**config.mk**
```make
export PLATFORM = sky130hd
export DESIGN_NAME = lin_stat_unit
export DESIGN_NICKNAME = d
export VERILOG_FILES = /design/src/rtl/lin_stat_pkg.sv /design/src/rtl/lin_stat_flag.sv /design/src/rtl/lin_stat_echo.sv /design/src/rtl/lin_stat_txidle.sv /design/src/rtl/lin_stat_unit.sv
export SDC_FILE = /design/constraint.sdc
export NUM_CORES = 1
export LEC_CHECK = 0
export ABC_AREA = 1
export BUFFER_PORTS_ARGS = -buffer_cell sky130_fd_sc_hd__buf_4
export CORE_AREA = 5 5 42 44
export CTS_BUF_LIST = sky130_fd_sc_hd__clkbuf_8
export CTS_CLUSTER_SIZE = 28
export DETAILED_ROUTE_END_ITERATION = 16
export DIE_AREA = 0 0 47 49
export HOLD_SLACK_MARGIN = 0.08
export PLACE_DENSITY = 0.61
export RECOVER_POWER = 25
export SKIP_CTS_REPAIR_TIMING = 1
export SLEW_MARGIN = 30
export SYNTH_ARGS = -nofsm -noshare
export SYNTH_HDL_FRONTEND = slang
export SYNTH_SLANG_ARGS = --single-unit
```
**constraint.sdc**
```tcl
create_clock -name clk -period 0.85 [get_ports clk]
set_input_delay 0.17 -clock clk [delete_from_list [all_inputs] [get_ports clk]]
set_output_delay 0.17 -clock clk [all_outputs]
set_load 0.01 [all_outputs]
```
**src/rtl/lin_stat_pkg.sv**
```systemverilog
package lin_stat_pkg;

    localparam int FLAG_N = 6;

    localparam int F_RXRDY = 0;
    localparam int F_PHY   = 1;
    localparam int F_OVR   = 2;
    localparam int F_FRM   = 3;
    localparam int F_BRK   = 4;
    localparam int F_TXE   = 5;

    localparam logic [FLAG_N-1:0] FLAG_RST = 6'b10_0000;

    typedef struct packed {
        logic rx_ready;
        logic phy_fault;
        logic rx_overrun;
        logic frame_bad;
        logic brk_seen;
        logic txbuf_empty;
        logic tx_idle;
        logic spare;
    } lin_status_t;

    function automatic lin_status_t pack_status(input logic [FLAG_N-1:0] f,
                                                input logic idle);
        lin_status_t s;
        s.rx_ready    = f[F_RXRDY];
        s.phy_fault   = f[F_PHY];
        s.rx_overrun  = f[F_OVR];
        s.frame_bad   = f[F_FRM];
        s.brk_seen    = f[F_BRK];
        s.txbuf_empty = f[F_TXE];
        s.tx_idle     = idle;
        s.spare       = 1'b0;
        return s;
    endfunction

endpackage

```
**src/rtl/lin_stat_flag.sv**
```systemverilog
module lin_stat_flag #(
    parameter logic RST_VAL = 1'b0
) (
    input  logic clk,
    input  logic rst,
    input  logic set,
    input  logic clr,
    output logic q,
    output logic nxt
);
    assign nxt = set | (q & ~clr);

    always_ff @(posedge clk) begin
        if (rst) q <= RST_VAL;
        else     q <= nxt;
    end


    set_wins_chk: assert property (@(posedge clk) disable iff (rst) set |=> q);

    clear_takes_chk: assert property (@(posedge clk) disable iff (rst) (clr && !set) |=> !q);

    hold_chk: assert property (@(posedge clk) disable iff (rst) (!set && !clr) |=> $stable(q));
endmodule

```
**src/rtl/lin_stat_echo.sv**
```systemverilog
module lin_stat_echo (
    input  logic tx_active,
    input  logic mid_tick,
    input  logic tx_bit,
    input  logic rx_line,
    output logic mismatch
);
    logic sample_now;
    assign sample_now = tx_active & mid_tick;
    assign mismatch   = sample_now & (tx_bit ^ rx_line);


    always_comb begin
        if (!tx_active || !mid_tick)
            echo_qual_chk: assert (!mismatch);
    end
endmodule

```
**src/rtl/lin_stat_txidle.sv**
```systemverilog
module lin_stat_txidle (
    input  logic clk,
    input  logic rst,
    input  logic shift_busy,
    input  logic buf_empty_nxt,
    output logic idle
);
    always_ff @(posedge clk) begin
        if (rst) idle <= 1'b1;
        else     idle <= ~shift_busy & buf_empty_nxt;
    end


    busy_not_idle_chk: assert property (@(posedge clk) disable iff (rst) shift_busy |=> !idle);
endmodule

```
**src/rtl/lin_stat_unit.sv**
```systemverilog
module lin_stat_unit
    import lin_stat_pkg::*;
(
    input  logic       clk,
    input  logic       rst,
    input  logic       stat_rd,
    input  logic       rxd_rd,
    input  logic       txd_wr,
    input  logic       txbuf_free,
    input  logic       tx_shift_busy,
    input  logic       rx_load,
    input  logic       rx_stop_bad,
    input  logic       brk_det,
    input  logic       tx_active,
    input  logic       tx_bit,
    input  logic       rx_line,
    input  logic       mid_tick,
    input  logic       loopback,
    input  logic       cts_in,
    output logic [7:0] status,
    output logic       flow_ok
);
    logic [FLAG_N-1:0] set_v, clr_v, q_v, nxt_v;
    logic              echo_bad;
    logic              idle_q;
    lin_status_t       st;

    lin_stat_echo u_echo (
        .tx_active (tx_active),
        .mid_tick  (mid_tick),
        .tx_bit    (tx_bit),
        .rx_line   (rx_line),
        .mismatch  (echo_bad)
    );

    always_comb begin
        set_v = '0;
        clr_v = '0;
        set_v[F_RXRDY] = rx_load;
        clr_v[F_RXRDY] = rxd_rd;
        set_v[F_PHY]   = echo_bad;
        clr_v[F_PHY]   = stat_rd | rxd_rd;
        set_v[F_OVR]   = rx_load & q_v[F_RXRDY];
        clr_v[F_OVR]   = rxd_rd;
        set_v[F_FRM]   = rx_load & rx_stop_bad;
        clr_v[F_FRM]   = rxd_rd;
        set_v[F_BRK]   = brk_det;
        clr_v[F_BRK]   = stat_rd;
        set_v[F_TXE]   = txbuf_free;
        clr_v[F_TXE]   = txd_wr;
    end

    for (genvar i = 0; i < FLAG_N; i++) begin : g_flag
        lin_stat_flag #(.RST_VAL(FLAG_RST[i])) u_flag (
            .clk (clk),
            .rst (rst),
            .set (set_v[i]),
            .clr (clr_v[i]),
            .q   (q_v[i]),
            .nxt (nxt_v[i])
        );
    end

    lin_stat_txidle u_idle (
        .clk           (clk),
        .rst           (rst),
        .shift_busy    (tx_shift_busy),
        .buf_empty_nxt (nxt_v[F_TXE]),
        .idle          (idle_q)
    );

    assign st      = pack_status(q_v, idle_q);
    assign status  = st;
    assign flow_ok = loopback ? st.rx_ready : cts_in;


    overrun_set_chk: assert property (@(posedge clk) disable iff (rst)
        (rx_load && status[7]) |=> status[5]);

    echo_fault_chk: assert property (@(posedge clk) disable iff (rst)
        (tx_active && mid_tick && (tx_bit != rx_line)) |=> status[6]);

    txbuf_write_chk: assert property (@(posedge clk) disable iff (rst)
        (txd_wr && !txbuf_free) |=> (!status[2] && !status[1]));
endmodule

```
==> Yosys cells after proc, flatten, opt, wreduce, memory -nomap -nowiden <==
Index checks and enable logic that the tools add are counted.
{ "classes": {"n_mux": 1, "n_bitwise": 24} }
{ "ops": {"columns": ["op", "n"], "rows": [
  ["1-bit bitwise AND", 11],
  ["1-bit bitwise OR", 7],
  ["1-bit NOT", 5],
  ["1-bit 2-to-1 mux", 1],
  ["1-bit XOR", 1]
]} }
{ "totals": {"reg_bits": 7, "out_inout_bits": 9, "word_cells": 32} }

==> Longest topological paths before layout <==
Gate-level depths: netlist (run 1).
{ "depth": {"word_depth": 4, "mapped_depth": 4, "ltp_nobuf": 4} }

==> Modules after synthesis <==
A second synthesis (run 1) with hierarchy kept.
{ "unflattened": {"cells_unflattened": 60, "hier_area_um2": 397.9} }
{ "by_module_without_submodules": {"columns": ["mod", "n_inst", "cells_each", "area_per_inst_um2", "seq_area_each_um2"], "rows": [
  ["lin_stat_flag at g_flag[0].u_flag ...", 5, 6, 46.3, 20.0],
  ["lin_stat_unit", 1, 12, 55.1, 0.0],
  ["lin_stat_flag at g_flag[5].u_flag", 1, 7, 51.3, 20.0],
  ["lin_stat_txidle", 1, 5, 35.0, 20.0],
  ["lin_stat_echo", 1, 6, 25.0, 0.0]
]} }

==> Worst setup path after synthesis (run 1) <==
Ideal clock, no wire load.
{ "synth_timing": {"path_type": "register -> output", "start": "register g_flag[0].u_flag.q", "end": "output port flow_ok", "t_arrival_ns": 0.574, "path_slack_ns": 0.106, "path_stages_with_launch": 2, "n_path_buf": 0, "cell_sequence": "dfxtp_1 > mux2_4"} }
{ "synth_between": {"elab_chain_len": 1} }
{ "synth_rtl": {"columns": ["item", "line_no", "rtl"], "rows": [
  ["start: declaration", "lin_stat_flag.sv:8", "output logic q,"],
  ["start signal: assignment", "lin_stat_flag.sv:15", "else q <= nxt;"],
  ["1-bit 2-to-1 mux", "lin_stat_unit.sv:74", "assign flow_ok = loopback ? st.rx_ready : cts_in;"],
  ["end: declaration", "lin_stat_unit.sv:21", "output logic flow_ok"]
]} }
Every way passes these cells.

==> Worst setup path after layout (run 1) <==
Same ends and word-level chain as after synthesis.

==> flow_summary.toml, run 1 <==
[setup_path]
crit_path_max_incr_delay_ns = 0.30
timing.rr.start = "g_flag[0].u_flag.q"
cell_at_the_slowest_stage_of_the_critical_path = "sky130_fd_sc_hd__dfxtp_1"
critical_path.startpoint_type = "flip-flop"
worst-r2r-setup-slack_ns = 0.12
reg2reg_depth = 3
timing.critical_path.fanout_max = 2
setup.worst_path.end_class = "output port"
worst-endpoint-arrival_ns = 0.90
critPathKind = "flip-flop to output port"
critical_path_cell_sequence = "mux2_4 > buf_6"
cp.required_ns = 0.68
terminus_of_the_critical_flop_to_flop_path = "g_flag[0].u_flag.q"

[logic_synthesis]
synth.largest_area_cell = "sky130_fd_sc_hd__dfxtp_1"
cell_types_with_the_largest_area_share_after_synthesis = "sky130_fd_sc_hd__dfxtp_1 42%, sky130_fd_sc_hd__buf_4 18%, sky130_fd_sc_hd__nand2_1 8.9%"
post_synthesis_cell_area_um2 = 337
synth-seq-cells = 7
ys_seq_area_share_pct = 41.6
netlist-cell-type-count = 13
synth-warning-count = 0
synth_top_cells_by_count = "8 x sky130_fd_sc_hd__buf_4, 8 x sky130_fd_sc_hd__nand2_1, 7 x sky130_fd_sc_hd__dfxtp_1"
asyncSetResetFlopFracSynth_pct = 0
syn-mean-instance-area_um2 = 7.83
synth_nets = 59
yosysTopAreaCellShare_pct = 41.6
synth-edff-count = 0
synth_top_flop_cell = "sky130_fd_sc_hd__dfxtp_1"
postSynthCellCount = 43

[status]
violations = "negative setup slack"
status = "finished, violations left"

[timing]
hold_viol_final = 0
fin_hold_ws_ns = 0.130
rsz_0062_raised_after_global_routing = "true"
timing.final.ws_setup_ns = -0.222
finalCritPeriodShare_pct = 126
timing.clock.skew_ns = 0.000140
fmax_mhz = 933
period_minus_slack_ns = 1.07
maxSlewViolCount = 0
timing.final.setup_violations = 3

[worst_hold_path]
timing.hold.worst_endpoint = "g_flag[5].u_flag.q"
holdCritPathClass = "input port to flip-flop"
worst_hold_startpoint = "txbuf_free"
min_delay_path_depth = 3

[clock_tree]
clkSinkCount = 7
clock_tree_from_tritoncts = "built"
tritoncts.num_buffers = 3
clock_path_buffers = 2
clkSlewWorstSetupHoldPaths_ns = 0.04
clock_tree.root_cell = "sky130_fd_sc_hd__clkbuf_8"
clk-insertion-delay-late_ns = 0.23
ctsHtreeMaxLevel = 1

[floorplanning]
die_height_um = 49
initial_utilization_pct = 24.0
core_area_um2 = 1400
dieArea_um2 = 2300
die_width_um = 47
num_rows = 14
io-pin-count = 25

[drt]
drcViolationCount = 0
via_per_inst = 4.09
drt-total-wl_um = 768
dr.first_iter.drc_count = 1
drt-pass1-iter-count = 2
route.detailed.wl_per_inst_um = 9.72
dr_total_vias = 323
ant_nets = 0

[power]
irDropWorstVdd_uv = 1380
net-switching-power_uw = 217
seq_power_share_pct = 36.7
power_switching_share_pct = 22.1
p_int_uw = 764
combinationalPowerShare_pct = 16.6
cellPowerDensity_nw_per_um2 = 1790
clockPowerShare_pct = 46.7
leakage_uw = 0.000288

[cells_and_area]
final_layout_size_suffix_gt1_share_pct = 54.0
signed_area_change_from_the_synthesized_netlist_to_the_final_layout_pct = 62.8
antenna-diode-count = 0
postLayoutCellArea_um2 = 548
final_net_count = 80
final_instance_count_without_filler_cells = 79
fillCellCount = 159
post-route-util_pct = 39.1

[placed_design]
port_buffers = 23
dp.final_hpwl_um = 632
place_area_um2 = 477
numPlacedInstances = 75
dp_slack_ns = -0.0275
globalplace.congestion = 0.652

[job]
max-cap-violations = 0

[grt]
grt_pass1_wl_um = 1240
globalRouteOverflowTotal = 0
number_of_global_route_vias_before_repair = 331
pin_count_of_the_biggest_net_entering_global_routing = 7
grtUsageTotal_pct = 7.69
antenna_found_initial = 0
[state kept, by name, indices dropped and copies added (netlist names)]
| name | cells |
|---|---|
| g_flag.u_flag.q | 6 |
| u_idle.idle | 1 |
[cell families after synthesis]
group	synth area share [%]
muxes	4.46
AOI/OAI and AO/OA	11.5
other	1.11
DFF	41.6
and+or+nand+nor	15.6
buffers and inverters	25.6
[worst max-delay path by stage]
| stage | cells past startpoint | to | slack, ns | startpoint |
|---|---|---|---|---|
| floorplan | 1 | flow_ok | 0.11 | g_flag[0].u_flag.q |
| global placement | 3 | flow_ok | -0.02 | loopback |
| detailed placement | 3 | flow_ok | -0.03 | loopback |
| CTS | 2 | flow_ok | -0.24 | g_flag[0].u_flag.q |
| global route | 2 | flow_ok | -0.25 | g_flag[0].u_flag.q |
| finish | 2 | flow_ok | -0.22 | g_flag[0].u_flag.q |
[power groups by stage]
stage | logic (µW) | clock network (µW) | registers, µW
2_1_floorplan | 79.5 | 0 | 361
3_3_place_gp | 152 | 0 | 362
3_5_place_dp | 155 | 0 | 362
4_1_cts | 155 | 472 | 357
5_1_grt | 178 | 499 | 361
6_report | 163 | 459 | 360
[through the flow]
step | setup TNS, ns | total power, µW
final | -0.341 | 982
after global placement | -0.0237 | 513
after global routing | -0.460 | 1040
after CTS | -0.385 | 984
after detailed placement | -0.0275 | 517
after floorplan | 0 | 441
[layout make-up]
cell class / count / area (µm²) / share of cell area (%)
timing repair buffer: 24 / 203 / 37.0
clock buffer: 3 / 41.3 / 7.53
tap: 16 / 20.0 / 3.65
multi-input combinational: 21 / 110 / 20.1
inverter: 7 / 26.3 / 4.79
sequential: 7 / 144 / 26.3
clock inverter: 1 / 3.75 / 0.685
[worst max-delay path: cells and delay by family, from the launching register on]
kind / cells / cell delay (ns)
buffers and inverters: 1 / 0.12
flip-flops: 1 / 0.30
multiplexers: 1 / 0.26
[metal layers]
layer | GRT usage (%) | part of all wire, % | vias to the layer above
li1 | - | - | 161
met1 | 7.73 | 38 | 139
met2 | 11.8 | 47 | 21
met3 | 4.80 | 13 | 2
met4 | 4.15 | 2.2 | 0
met5 | 0 | 0 | -
[placed cells by master (no fill, tap or decap), types with 2 or more instances in the layout]
master                     Yosys  routed
sky130_fd_sc_hd__nor2_1        2       2
sky130_fd_sc_hd__a21oi_1       5       5
sky130_fd_sc_hd__inv_1         6       7
sky130_fd_sc_hd__clkbuf_8      0       3
sky130_fd_sc_hd__buf_4         8      18
sky130_fd_sc_hd__dfxtp_1       7       4
sky130_fd_sc_hd__dfxtp_2       0       3
sky130_fd_sc_hd__buf_6         0       6
sky130_fd_sc_hd__nand2_1       8       8
(Power assumes the default switching activity.)
==> inputs of run 2 (changes only) <==
--- a/config.mk
+++ b/config.mk
@@ -6,7 +6,7 @@
 export NUM_CORES = 1
 export LEC_CHECK = 0
 export ABC_AREA = 1
-export BUFFER_PORTS_ARGS = -buffer_cell sky130_fd_sc_hd__buf_4
+export BUFFER_PORTS_ARGS = -buffer_cell sky130_fd_sc_hd__buf_2
 export CORE_AREA = 5 5 42 44
 export CTS_BUF_LIST = sky130_fd_sc_hd__clkbuf_8
 export CTS_CLUSTER_SIZE = 28
==> run 2 against run 1 <==
  * The run still ends with negative setup slack left
  * Clock skew increased by 0.0013 ns
  * Flip-flop and latch count unchanged
  * Sequential power about the same
  * First-iteration DRC count increased by 100%
  * Critical path depth unchanged
  * Global-route usage shrank 0.85 points
  * Die area stayed put
  * Fmax about the same
  * Cell count stayed put
  * Utilization fell by 3.9 points
  * Via count is 3.1% lower
  * Critical path type unchanged
==> flow_summary.toml, run 2 (synthesis gave the netlist of run 1 again) <==
[floorplanning]
dieArea_um2 = 2300
die_width_um = 47
io-pin-count = 25
die_height_um = 49
core_area_um2 = 1400
initial_utilization_pct = 24.0
num_rows = 14

[cells_and_area]
final_layout_size_suffix_gt1_share_pct = 54.0
fillCellCount = 158
layout_commonest_cell = "sky130_fd_sc_hd__buf_2"
biggestRegsByFlops = "g_flag.u_flag.q: 6 flops, u_idle.idle: 1 flops"
regMostFlops = "g_flag.u_flag.q"
final_net_count = 80
final_cell_mix = "19 x sky130_fd_sc_hd__buf_2, 8 x sky130_fd_sc_hd__nand2_1, 7 x sky130_fd_sc_hd__inv_1, 5 x sky130_fd_sc_hd__a21oi_1"
largest_reg_flops = 6
signed_area_change_from_the_synthesized_netlist_to_the_final_layout_pct = 46.5
antenna-diode-count = 0

[power]
leakage_uw = 0.000270
cellPowerDensity_nw_per_um2 = 1910
irDropWorstVdd_uv = 1220

[drt]
dr.first_iter.drc_count = 2
ant_nets = 0
route.detailed.wl_per_inst_um = 9.05
dr_total_vias = 313
drt-total-wl_um = 715
drt-pass1-iter-count = 4
drcViolationCount = 0
via_per_inst = 3.96

[setup_path]
timing.critical_path.fanout_max = 2
setup.worst_path.end_class = "output port"
cp.required_ns = 0.68
critical_path.startpoint_type = "flip-flop"
reg2reg_depth = 3
worst-endpoint-arrival_ns = 0.90
critPathBufInv = 1
cell_at_the_slowest_stage_of_the_critical_path = "sky130_fd_sc_hd__dfxtp_1"
terminus_of_the_critical_flop_to_flop_path = "g_flag[0].u_flag.q"
critical_path_cell_sequence = "mux2_4 > buf_6"
worst_path_dominant_cell_family = "flip-flops"
worst-r2r-setup-slack_ns = 0.12
timing.rr.start = "g_flag[0].u_flag.q"
crit_start = "g_flag[0].u_flag.q"
critPathKind = "flip-flop to output port"
crit_path_max_incr_delay_ns = 0.30

[placed_design]
dp_slack_ns = -0.0143
port_buffers = 23
globalplace.congestion = 0.631
dp.final_hpwl_um = 615

[status]
violations = "negative setup slack"
status = "finished, violations left"

[grt]
busiest_layer = "met2"
antenna_found_initial = 0
grtUsageTotal_pct = 6.84
number_of_global_route_vias_before_repair = 320
use_met2_pct = 10.6
globalRouteOverflowTotal = 0
grt.met3_usage_pct = 3.32
pin_count_of_the_biggest_net_entering_global_routing = 7
groute.layer.met1.usage_pct = 7.73
grt_pass1_wl_um = 1170

[clock_tree]
clk-insertion-delay-late_ns = 0.22
clkSlewWorstSetupHoldPaths_ns = 0.04
clock_tree.root_cell = "sky130_fd_sc_hd__clkbuf_8"
clkSinkCount = 7
ctsHtreeMaxLevel = 1
tritoncts.num_buffers = 3
clock_path_buffers = 2
clock_tree_from_tritoncts = "built"

[timing]
maxSlewViolCount = 0
fin_hold_ws_ns = 0.135
timing.final.setup_violations = 2
finalCritPeriodShare_pct = 126
timing.final.ws_setup_ns = -0.222
timing.clock.skew_ns = 0.00141
fmax_mhz = 933
period_minus_slack_ns = 1.07
hold_viol_final = 0
rsz_0062_raised_after_global_routing = "true"

[worst_hold_path]
worst_hold_startpoint = "txbuf_free"
min_delay_path_depth = 3
timing.hold.worst_endpoint = "g_flag[5].u_flag.q"
holdCritPathClass = "input port to flip-flop"

[job]
max-cap-violations = 0
-- run 2: cell count changes in the layout (fill, tap and decap cells not counted) --
cell,change
sky130_fd_sc_hd__buf_6,-2
sky130_fd_sc_hd__buf_2,+19
sky130_fd_sc_hd__buf_4,-17
-- run 2: worst register-to-register path: cells and delay by family (launching register included) --
family	cells	cell delay (ns)
buffers and inverters	1	0.14
and+or+nand+nor	1	0.05
DFF	1	0.30
AOI/OAI and AO/OA	1	0.13
-- run 2: final cells by class --
cell class              instances  area, µm²  share of cell area, %
clock buffers                   3       41.3                   8.38
repair buffers                 24        148                   29.9
clock inverters                 1       3.75                  0.761
well taps                      16       20.0                   4.06
inverters                       7       26.3                   5.33
flip-flops and latches          7        144                   29.2
multi-input cells              21        110                   22.3
-- run 2: how the worst max path moves through the flow --
stage | depth (start not counted) | slack, ns | to
after global routing | 2 | -0.24 | flow_ok
after detailed placement | 3 | -0.01 | flow_ok
after CTS | 2 | -0.24 | flow_ok
after global placement | 3 | -0.01 | flow_ok
final | 2 | -0.22 | flow_ok
after floorplan | 1 | 0.11 | flow_ok
-- run 2: metrics by stage --
step | setup TNS [ns] | cell area, µm² | utilization, % | power [µW] | instances
CTS | -0.353 | 464 | 33.1 | 940 | 79
global placement | -0.0104 | 419 | 29.9 | 481 | 75
floorplan | 0 | 337 | - | 441 | 43
detailed placement | -0.0143 | 419 | 29.9 | 485 | 75
finish | -0.313 | 493 | 35.2 | 941 | 79
global route | -0.399 | 493 | 35.2 | 989 | 79
-- run 2: layer usage --
layer  vias up  wire (µm)
met5         -          0
met3         0        108
li1        162          -
met4         0          0
met2        18        321
met1       133        286
-- run 2: power breakdown --
group	leakage [µW]	total (µW)	switching (µW)	internal [µW]
Sequential	0.0000585	358	8.46	350
Clock	0.0000269	446	135	311
Combinational	0.000185	136	60.8	75.5
Total	0.000270	941	204	737
